===== config.mk =====
export PLATFORM = sky130hd
export DESIGN_NAME = bus_share_arb
export DESIGN_NICKNAME = d
export VERILOG_FILES = /design/src/rtl/busarb_pkg.sv /design/src/rtl/busarb_fifo.sv /design/src/rtl/busarb_pick.sv /design/src/rtl/busarb_snoop.sv /design/src/rtl/bus_share_arb.sv
export SDC_FILE = /design/constraint.sdc
export NUM_CORES = 1
export LEC_CHECK = 0
export BUFFER_PORTS_ARGS = -buffer_cell sky130_fd_sc_hd__buf_2
export CORE_MARGIN = 1
export CORE_UTILIZATION = 47
export DETAILED_ROUTE_END_ITERATION = 8
export PLACE_DENSITY = 0.77
export SYNTH_ARGS = -nofsm -noshare
export SYNTH_HDL_FRONTEND = slang
export SYNTH_SLANG_ARGS = --single-unit
export TNS_END_PERCENT = 50

===== constraint.sdc =====
create_clock -name clk -period 3.4 [get_ports clk]
set_input_delay 0.34 -clock clk [delete_from_list [all_inputs] [get_ports clk]]
set_output_delay 0.34 -clock clk [all_outputs]
set_load 0.02 [all_outputs]

===== src/rtl/busarb_pkg.sv =====
package busarb_pkg;
    localparam int unsigned NREQ = 2;

    typedef enum logic [1:0] {
        SNP_NULL   = 2'd0,
        SNP_SHARED = 2'd1,
        SNP_MOD    = 2'd2,
        SNP_RETRY  = 2'd3
    } snp_e;

    // severity follows the numeric code, so the worse response is the larger one
    function automatic logic [1:0] snp_worse(input logic [1:0] a, input logic [1:0] b);
        return (a > b) ? a : b;
    endfunction
endpackage


===== src/rtl/busarb_fifo.sv =====
module busarb_fifo #(
    parameter int unsigned WIDTH = 17,
    parameter int unsigned DEPTH = 4
) (
    input  logic             clk,
    input  logic             rst_n,
    input  logic             wr_en,
    input  logic [WIDTH-1:0] wr_data,
    input  logic             rd_en,
    output logic             full,
    output logic             empty,
    output logic [WIDTH-1:0] rd_data
);
    localparam int unsigned AW = (DEPTH > 1) ? $clog2(DEPTH) : 1;
    localparam int unsigned CW = $clog2(DEPTH + 1);

    typedef struct packed {
        logic [AW-1:0] wp;
        logic [AW-1:0] rp;
        logic [CW-1:0] cnt;
    } fst_t;

    fst_t s_d, s_q;
    logic [WIDTH-1:0] mem_q [DEPTH];

    always_comb begin
        s_d = s_q;
        if (wr_en) s_d.wp = (s_q.wp == AW'(DEPTH - 1)) ? '0 : s_q.wp + 1'b1;
        if (rd_en) s_d.rp = (s_q.rp == AW'(DEPTH - 1)) ? '0 : s_q.rp + 1'b1;
        s_d.cnt = s_q.cnt + CW'(wr_en) - CW'(rd_en);
    end

    always_ff @(posedge clk or negedge rst_n) begin
        if (!rst_n) s_q <= '0;
        else        s_q <= s_d;
    end

    always_ff @(posedge clk) begin
        if (wr_en) mem_q[s_q.wp] <= wr_data;
    end

    assign full    = (s_q.cnt == CW'(DEPTH));
    assign empty   = (s_q.cnt == '0);
    assign rd_data = mem_q[s_q.rp];
endmodule


===== src/rtl/busarb_pick.sv =====
module busarb_pick (
    input  logic [1:0] pend,
    input  logic [1:0] boost,
    input  logic       last,
    output logic       gv,
    output logic       gid
);
    logic [1:0] hot;

    always_comb begin
        hot = pend & boost;
        gv  = |pend;
        if (hot == 2'b01)       gid = 1'b0;
        else if (hot == 2'b10)  gid = 1'b1;
        else if (pend == 2'b01) gid = 1'b0;
        else if (pend == 2'b10) gid = 1'b1;
        else                    gid = ~last;
    end
endmodule


===== src/rtl/busarb_snoop.sv =====
module busarb_snoop
    import busarb_pkg::*;
(
    input  logic            clk,
    input  logic            rst_n,
    input  logic [1:0]      in_v,
    input  logic [1:0][1:0] in_r,
    output logic            out_v,
    output logic [1:0]      out_r
);
    typedef struct packed {
        logic [1:0]      have;
        logic [1:0][1:0] resp;
        logic            ov;
        logic [1:0]      orsp;
    } sst_t;

    sst_t s_d, s_q;

    always_comb begin
        s_d    = s_q;
        s_d.ov = 1'b0;
        for (int i = 0; i < NREQ; i++) begin
            if (in_v[i]) begin
                s_d.have[i] = 1'b1;
                s_d.resp[i] = in_r[i];
            end
        end
        if (&s_d.have) begin
            s_d.ov   = 1'b1;
            s_d.orsp = snp_worse(s_d.resp[0], s_d.resp[1]);
            s_d.have = '0;
        end
    end

    always_ff @(posedge clk or negedge rst_n) begin
        if (!rst_n) s_q <= '0;
        else        s_q <= s_d;
    end

    assign out_v = s_q.ov;
    assign out_r = s_q.orsp;
endmodule


===== src/rtl/bus_share_arb.sv =====
module bus_share_arb
    import busarb_pkg::*;
#(
    parameter int unsigned DATA_W   = 16,
    parameter int unsigned QDEPTH   = 4,
    parameter int unsigned RTY_W    = 3,
    parameter int unsigned PACE_W   = 4,
    parameter int unsigned PACE_MIN = 2,
    parameter int unsigned PACE_MAX = 14
) (
    input  logic                   clk,
    input  logic                   rst_n,
    input  logic [1:0]             req_valid,
    input  logic [1:0][DATA_W-1:0] req_data,
    input  logic [1:0]             req_last,
    output logic [1:0]             req_ready,
    input  logic [1:0]             retry_in,
    input  logic [1:0]             ack_in,
    input  logic [PACE_W-1:0]      cfg_pace,
    input  logic [RTY_W-1:0]       cfg_retry_thr,
    input  logic [1:0]             snp_valid,
    input  logic [1:0][1:0]        snp_resp,
    output logic                   out_valid,
    output logic [DATA_W-1:0]      out_data,
    output logic                   out_last,
    output logic                   out_src,
    output logic                   snp_out_valid,
    output logic [1:0]             snp_out_resp
);
    localparam int unsigned FW = DATA_W + 1;
    localparam logic [RTY_W-1:0] RCNT_MAX = '1;

    typedef struct packed {
        logic [1:0][RTY_W-1:0] rcnt;
        logic                  busy;
        logic                  own;
        logic                  last;
        logic [PACE_W-1:0]     gap;
        logic                  ov;
        logic [DATA_W-1:0]     od;
        logic                  ol;
        logic                  osrc;
    } st_t;

    st_t s_d, s_q;

    logic [1:0]          f_full, f_empty, f_push, f_pop;
    logic [1:0][FW-1:0]  f_head;
    logic [1:0]          boost;
    logic                gv, gid;
    logic [PACE_W-1:0]   pace_eff;
    logic                sel, take;

    assign f_push    = req_valid & ~f_full;
    assign req_ready = ~f_full;

    for (genvar g = 0; g < NREQ; g++) begin : g_q
        busarb_fifo #(.WIDTH(FW), .DEPTH(QDEPTH)) i_fifo (
            .clk     (clk),
            .rst_n   (rst_n),
            .wr_en   (f_push[g]),
            .wr_data ({req_last[g], req_data[g]}),
            .rd_en   (f_pop[g]),
            .full    (f_full[g]),
            .empty   (f_empty[g]),
            .rd_data (f_head[g])
        );
        assign boost[g] = (cfg_retry_thr != '0) && (s_q.rcnt[g] >= cfg_retry_thr);
    end

    busarb_pick i_pick (
        .pend  (~f_empty),
        .boost (boost),
        .last  (s_q.last),
        .gv    (gv),
        .gid   (gid)
    );

    busarb_snoop i_snoop (
        .clk   (clk),
        .rst_n (rst_n),
        .in_v  (snp_valid),
        .in_r  (snp_resp),
        .out_v (snp_out_valid),
        .out_r (snp_out_resp)
    );

    always_comb begin
        if (cfg_pace < PACE_W'(PACE_MIN))      pace_eff = PACE_W'(PACE_MIN);
        else if (cfg_pace > PACE_W'(PACE_MAX)) pace_eff = PACE_W'(PACE_MAX);
        else                                   pace_eff = cfg_pace;
    end

    always_comb begin
        s_d    = s_q;
        s_d.ov = 1'b0;
        f_pop  = '0;
        sel    = s_q.own;
        take   = 1'b0;
        s_d.gap = (s_q.gap != '0) ? s_q.gap - 1'b1 : '0;

        if (s_q.busy) begin
            sel  = s_q.own;
            take = ~f_empty[s_q.own];
        end else if (s_q.gap == '0 && gv) begin
            sel      = gid;
            take     = 1'b1;
            s_d.gap  = pace_eff - 1'b1;
            s_d.last = gid;
            s_d.own  = gid;
        end

        if (take) begin
            f_pop[sel] = 1'b1;
            s_d.ov     = 1'b1;
            s_d.od     = f_head[sel][DATA_W-1:0];
            s_d.ol     = f_head[sel][DATA_W];
            s_d.osrc   = sel;
            s_d.busy   = ~f_head[sel][DATA_W];
        end

        for (int i = 0; i < NREQ; i++) begin
            if (ack_in[i])
                s_d.rcnt[i] = '0;
            else if (retry_in[i] && s_q.rcnt[i] != RCNT_MAX)
                s_d.rcnt[i] = s_q.rcnt[i] + 1'b1;
        end
    end

    always_ff @(posedge clk or negedge rst_n) begin
        if (!rst_n) begin
            s_q      <= '0;
            s_q.last <= 1'b1;
        end else begin
            s_q <= s_d;
        end
    end

    assign out_valid = s_q.ov;
    assign out_data  = s_q.od;
    assign out_last  = s_q.ol;
    assign out_src   = s_q.osrc;
endmodule


=== Word level (Yosys, flattened, before mapping) ===
Memories as Yosys holds them, arrays and structs flattened.
Index checks and enable logic that the tools add are counted.

* Register bits after elaboration: 55
* Bits in latches: 0
* RAM bits: 136
* Memory bits (read-only): 0
* Input port bits: 55
* Output and inout port bits: 24
* Word-level logic and storage cells: 119
* Memories kept: 2

{| class="wikitable"
|+ Memory list
! name !! depth !! width !! rd ports !! clocked after memory_dff !! wr ports !! line !! text
|-
| g_q[0].i_fifo.mem_q || 4 || 17 || 1 || 0 || 1 || busarb_fifo.sv:24 || <nowiki>logic [WIDTH-1:0] mem_q [DEPTH];</nowiki>
|-
| g_q[1].i_fifo.mem_q || 4 || 17 || 1 || 0 || 1 || busarb_fifo.sv:24 ||
|}

* $add $sub $neg: 12
* Multipliers: 0
* Div/mod/pow operators: 0
* Magnitude comparators: 8
* Equal/unequal tests: 12
* Shift-type cells: 0
* Muxes and demuxes: 40
* Bitwise gates (word level): 8
* Reductions and logical operators: 16

{| class="wikitable"
|+ Operators with widths
! cell !! count
|-
| 2-to-1 mux 17 bit || 2
|-
| 2-to-1 mux 4 bit || 5
|-
| 2-to-1 mux 19 bit || 1
|-
| 2-to-1 mux 2 bit || 9
|-
| 2-to-1 mux 1 bit || 17
|-
| 2-to-1 mux 3 bit || 5
|-
| == test 2 bit (second input constant) || 6
|-
| adder 2 x 1 -> 2 bit (second input constant) || 4
|-
| subtractor 4 x 1 -> 4 bit (second input constant) || 2
|-
| adder 3 x 1 -> 3 bit || 2
|-
| adder 3 x 1 -> 3 bit (second input constant) || 2
|-
| == test 3 bit (second input constant) || 2
|-
| >= comparator 3 bit || 2
|-
| logical AND 1 bit || 6
|-
| logical NOT 3 bit || 2
|-
| != test 3 bit (second input constant) || 2
|-
| subtractor 3 x 1 -> 3 bit || 2
|-
| bitwise AND 2 bit || 2
|-
| == test 2 x 1 -> 1 bit (second input constant) || 2
|-
| > comparator 4 bit (second input constant) || 1
|-
| logical NOT 4 bit || 1
|-
| < comparator 1 x 2 -> 1 bit (second input constant) || 2
|-
| < comparator 4 x 2 -> 1 bit (second input constant) || 1
|-
| inverter 1 bit || 4
|-
| 9 further kinds || 12
|}

=== Logic depth before layout (Yosys ltp) ===
* Depth after elaboration: 15
* Gate-level depth with buffers: 15
* Mapped depth without buffers: 14

=== Modules after synthesis ===
From an unflattened synthesis, not the netlist that was laid out.

* Cell total of the unflattened synthesis: 498
* Area total of the unflattened synthesis: 8202.9 µm²

{| class="wikitable"
|+ Modules (own cells, without submodules)
! module !! instances !! cells each !! area an instance (µm²) !! seq. area each (µm²)
|-
| busarb_fifo || 2 || 125 || 2909.0 || 2217.1
|-
| bus_share_arb || 1 || 208 || 1925.6 || 802.0
|-
| busarb_snoop || 1 || 34 || 424.2 || 225.2
|-
| busarb_pick || 1 || 6 || 35.0 || 0.0
|}

=== Worst setup path before layout ===
No wires, ideal clock.

* Path kind: flip-flop to flip-flop
* From: register s_q[29] (netlist name)
* To: register g_q[1].i_fifo.s_q[2] (netlist name)
* Setup time: 0.123 ns
* Data arrival time: 2.872 ns
* Required time: 3.277 ns
* Setup slack: 0.405 ns
* Stages on the path, launching flop included: 16
* Path buffers: 1
* Clock period less this slack: 2.995 ns
* Cells stage by stage: dfrtp_1 -> inv_1 -> ha_1 -> nand2b_1 -> a21o_1 -> a211o_1 -> o2111ai_2 -> a21oi_4 -> buf_6 -> ha_1 -> inv_1 -> ha_1 -> inv_1 -> fa_1 -> xnor2_1 -> xnor2_1

{| class="wikitable"
|+ RTL lines
! what !! line !! text
|-
| from (decl) || bus_share_arb.sv:45 || <nowiki>st_t s_d, s_q;</nowiki>
|-
| to (signal assigned) || busarb_fifo.sv:34 || <nowiki>if (!rst_n) s_q <= '0;</nowiki>
|-
| to (signal assigned) || busarb_fifo.sv:35 || <nowiki>else s_q <= s_d;</nowiki>
|-
| to (decl) || busarb_fifo.sv:23 || <nowiki>fst_t s_d, s_q;</nowiki>
|}

==> flow_metrics.py <==
metrics = {
    "timing": {
        "hold_viol": 0,
        "finalSetupTns_ns": 0,
        "slew_violations": 0,
        "setup_viol": 0,
        "worstMarginPinSlew_ns": 1.16,
        "min_period_ns": 2.96,
        "rsz0062_at_grt": "false",
        "fmax_mhz": 337,
        "slew_headroom": 0.226,
        "finClkSkew_ns": 0.0369,
        "post-route-period-util": 0.872,
    },
    "detailed_routing": {
        "drtIter0Drc": 301,
        "ant_nets": 0,
        "viasPerCell": 5.50,
        "vias": 4229,
        "wl_per_cell_um": 19.0,
        "drc": 0,
        "routed_wl_um": 14600,
        "drt-pass1-iter-count": 5,
    },
    "die": {
        "start_util": 0.481,
        "die-area_um2": 17500,
        "die_y_um": 132,
        "num_io_pins": 79,
        "rows": 47,
        "die_w_um": 132,
        "core_area_um2": 16600,
    },
    "synthesis": {
        "yosysSeqAreaShare": 0.684,
        "yosys_warnings": 0,
        "synth-seq-cells": 191,
        "yosys.area.top_type": "edfxtp_1",
        "synth_edf_count": 136,
        "synthCells": 464,
        "synth_commonest_cells": "edfxtp_1, dfrtp_1, mux4_2",
        "synth_flop_cell": "edfxtp_1",
        "synth.most_common_cell": "edfxtp_1",
        "synthesis.nets": 549,
        "synth.avg_cell_area_um2": 17.2,
        "netlist-cell-type-count": 49,
        "yosys-top-cells-area": "edfxtp_1, dfrtp_1, mux4_2, ha_1, a221o_1",
        "synthArstFlopShare": 0.288,
        "netlist_area_um2": 7980,
        "synth_top_area_share": 0.512,
    },
    "critical_path": {
        "cpMaxStageDelayCell": "dfrtp_1",
        "crit_chain": "inv_1 > ha_1 > nand2b_1 > a21o_1 > a211o_1 > o2111ai_2 > a21oi_4 > ha_1 > inv_1 > ha_1 > inv_1 > fa_1 > xnor2_1 > xnor2_1",
        "critical_path_required_ns": 3.77,
        "crit_family": "adder cells",
        "worst_setup_path_end_kind": "flip-flop",
        "crit_buf_inv": 3,
        "start_kind": "flip-flop",
        "slowest_delay_ns": 0.39,
        "path_class": "reg2reg",
        "worstPathMaxFanout": 3,
        "critPathArrivalTime_ns": 3.34,
    },
    "clocking": {
        "clk_path_buf_depth": 2,
        "cts_resized": 0,
        "cts_made_buffers": 17,
        "hold_buffers": 1,
        "clk_pin_slew_worst_paths_ns": 0.07,
        "cts.htree.levels": 4,
        "clock_latency_ns": 0.45,
        "postCtsSetupRepairBufs": 0,
        "cts_tree": "done",
        "root_buffer": "clkbuf_16",
        "clock_sinks": 191,
    },
    "place": {
        "portBuffers": 78,
        "gp_congestion": 0.813,
        "dp_hpwl_um": 9810,
    },
    "power_and_ir_drop": {
        "leakage_nw": 3.58,
        "report.power.total_mw": 7.99,
        "cellPowerDensity_nw_per_um2": 881,
        "ir_drop_v": 0.000538,
    },
    "global_route": {
        "grt_max_degree": 31,
        "antenna_found_initial": 1,
        "grt_usage": 0.180,
        "grt_first_pass_wirelength_um": 23300,
        "grt-ovfl-total": 0,
        "grt_pass1_vias": 4468,
    },
    "status": {
        "status": "completed",
    },
    "layout": {
        "fin_nets": 621,
        "diodes": 0,
        "fillers": 1297,
        "drive_gt1_frac": 0.295,
        "area_growth_pct": 13.7,
    },
    "worst_hold_path": {
        "hp-class": "in2reg",
    },
    "run": {
        "cap_violations": 0,
    },
}
==> cell type report <==
class | count | area (um^2) | share of cell area
multi-input combinational | 216 | 2220 | 0.245
timing repair buffer | 85 | 445 | 0.0491
sequential | 191 | 5460 | 0.602
clock inverter | 15 | 149 | 0.0164
tap | 220 | 275 | 0.0303
inverter | 25 | 93.8 | 0.0103
clock buffer | 17 | 425 | 0.0469
==> final timing paths <==
| check | to | slack [ns] | from | cells after the start |
|---|---|---|---|---|
| worst min register to register | i_snoop.s_q[7]$_DFF_PN0_ | 0.47 | i_snoop.s_q[8]$_DFF_PN0_ | 1 |
| worst min-delay path | s_q[30]$_DFFE_PN0P_ | 0.08 | ack_in[1] | 2 |
| worst max register to register | g_q[1].i_fifo.s_q[2]$_DFF_PN0_ | 0.44 | s_q[29]$_DFFE_PN0P_ | 14 |
| max in group asynchronous | out_data[10]$_DFFE_PN0P_ | 2.13 | rst_n | 3 |
| worst max-delay path | g_q[1].i_fifo.s_q[2]$_DFF_PN0_ | 0.44 | s_q[29]$_DFFE_PN0P_ | 14 |
| min in group asynchronous | out_valid$_DFF_PN0_ | 0.42 | rst_n | 2 |
==> power breakdown <==
group	leakage, nW	internal [mW]	switching, mW
clock	0.274	0.973	0.918
combinational	1.39	1.17	1.30
sequential	1.92	3.14	0.486
==> placed cells by master, fill, tap and decap left out, types with 3 or more instances in the layout <==
master	instances
nor3_1	5
ha_1	28
or3_4	3
nor2_1	16
xnor2_1	6
and3_1	24
buf_2	78
nand3_1	4
clkbuf_16	17
or3_1	3
dfrtp_1	54
mux2i_1	8
a221o_1	16
nand2_1	17
a21oi_1	6
inv_6	3
edfxtp_1	136
clkinvlp_4	3
o21ai_0	10
inv_8	4
inv_1	25
buf_4	6
nand2b_1	3
mux2_1	4
mux4_2	34
==> sequential cells by signal, summed over array words and instances (netlist names) <==
name and flops:
out_data 16, i_snoop.s_q 6, g_q.i_fifo.s_q 14, s_q 13, i_snoop.out_r 2, out_last 1
i_snoop.out_v 1, out_src 1, g_q.i_fifo.mem_q 136, out_valid 1
==> stage by stage <==
stage | hold slack, ns | worst slack [ns] | std cells | instance area [um^2] | util
finish | 0.0761 | 0.435 | 769 | 9070 | 0.547
global route | 0.0715 | 0.260 | 769 | 9070 | 0.547
CTS | 0.0742 | 0.424 | 769 | 9070 | 0.547
detailed placement | 0.367 | 0.394 | 736 | 8490 | 0.512
global placement | 0.361 | 0.463 | 736 | 8490 | 0.512
floorplan | 0.0444 | 0.405 | 464 | 7980 | -
==> cells by family (layout without fill, tap and decap cells) <==
logic type | count (synthesis) | in the layout | share of synthesized area
mux | 47 | 47 | 0.113
compound gates | 49 | 49 | 0.0511
buf+inv | 57 | 142 | 0.0373
flops | 191 | 191 | 0.684
fa+ha+maj | 30 | 30 | 0.0489
simple gates | 83 | 83 | 0.0575
xor+xnor | 7 | 7 | 0.00768
==> layer usage <==
layer	global-route usage	wire, um	vias to the layer above	part of all wire
met3	0.0496	880	10	0.060
li1	-	-	1928	-
met5	0	10	-	0.00068
met1	0.222	6020	2134	0.41
met2	0.306	7570	155	0.52
met4	0.0658	146	2	0.010
(Power assumes the default switching activity.)
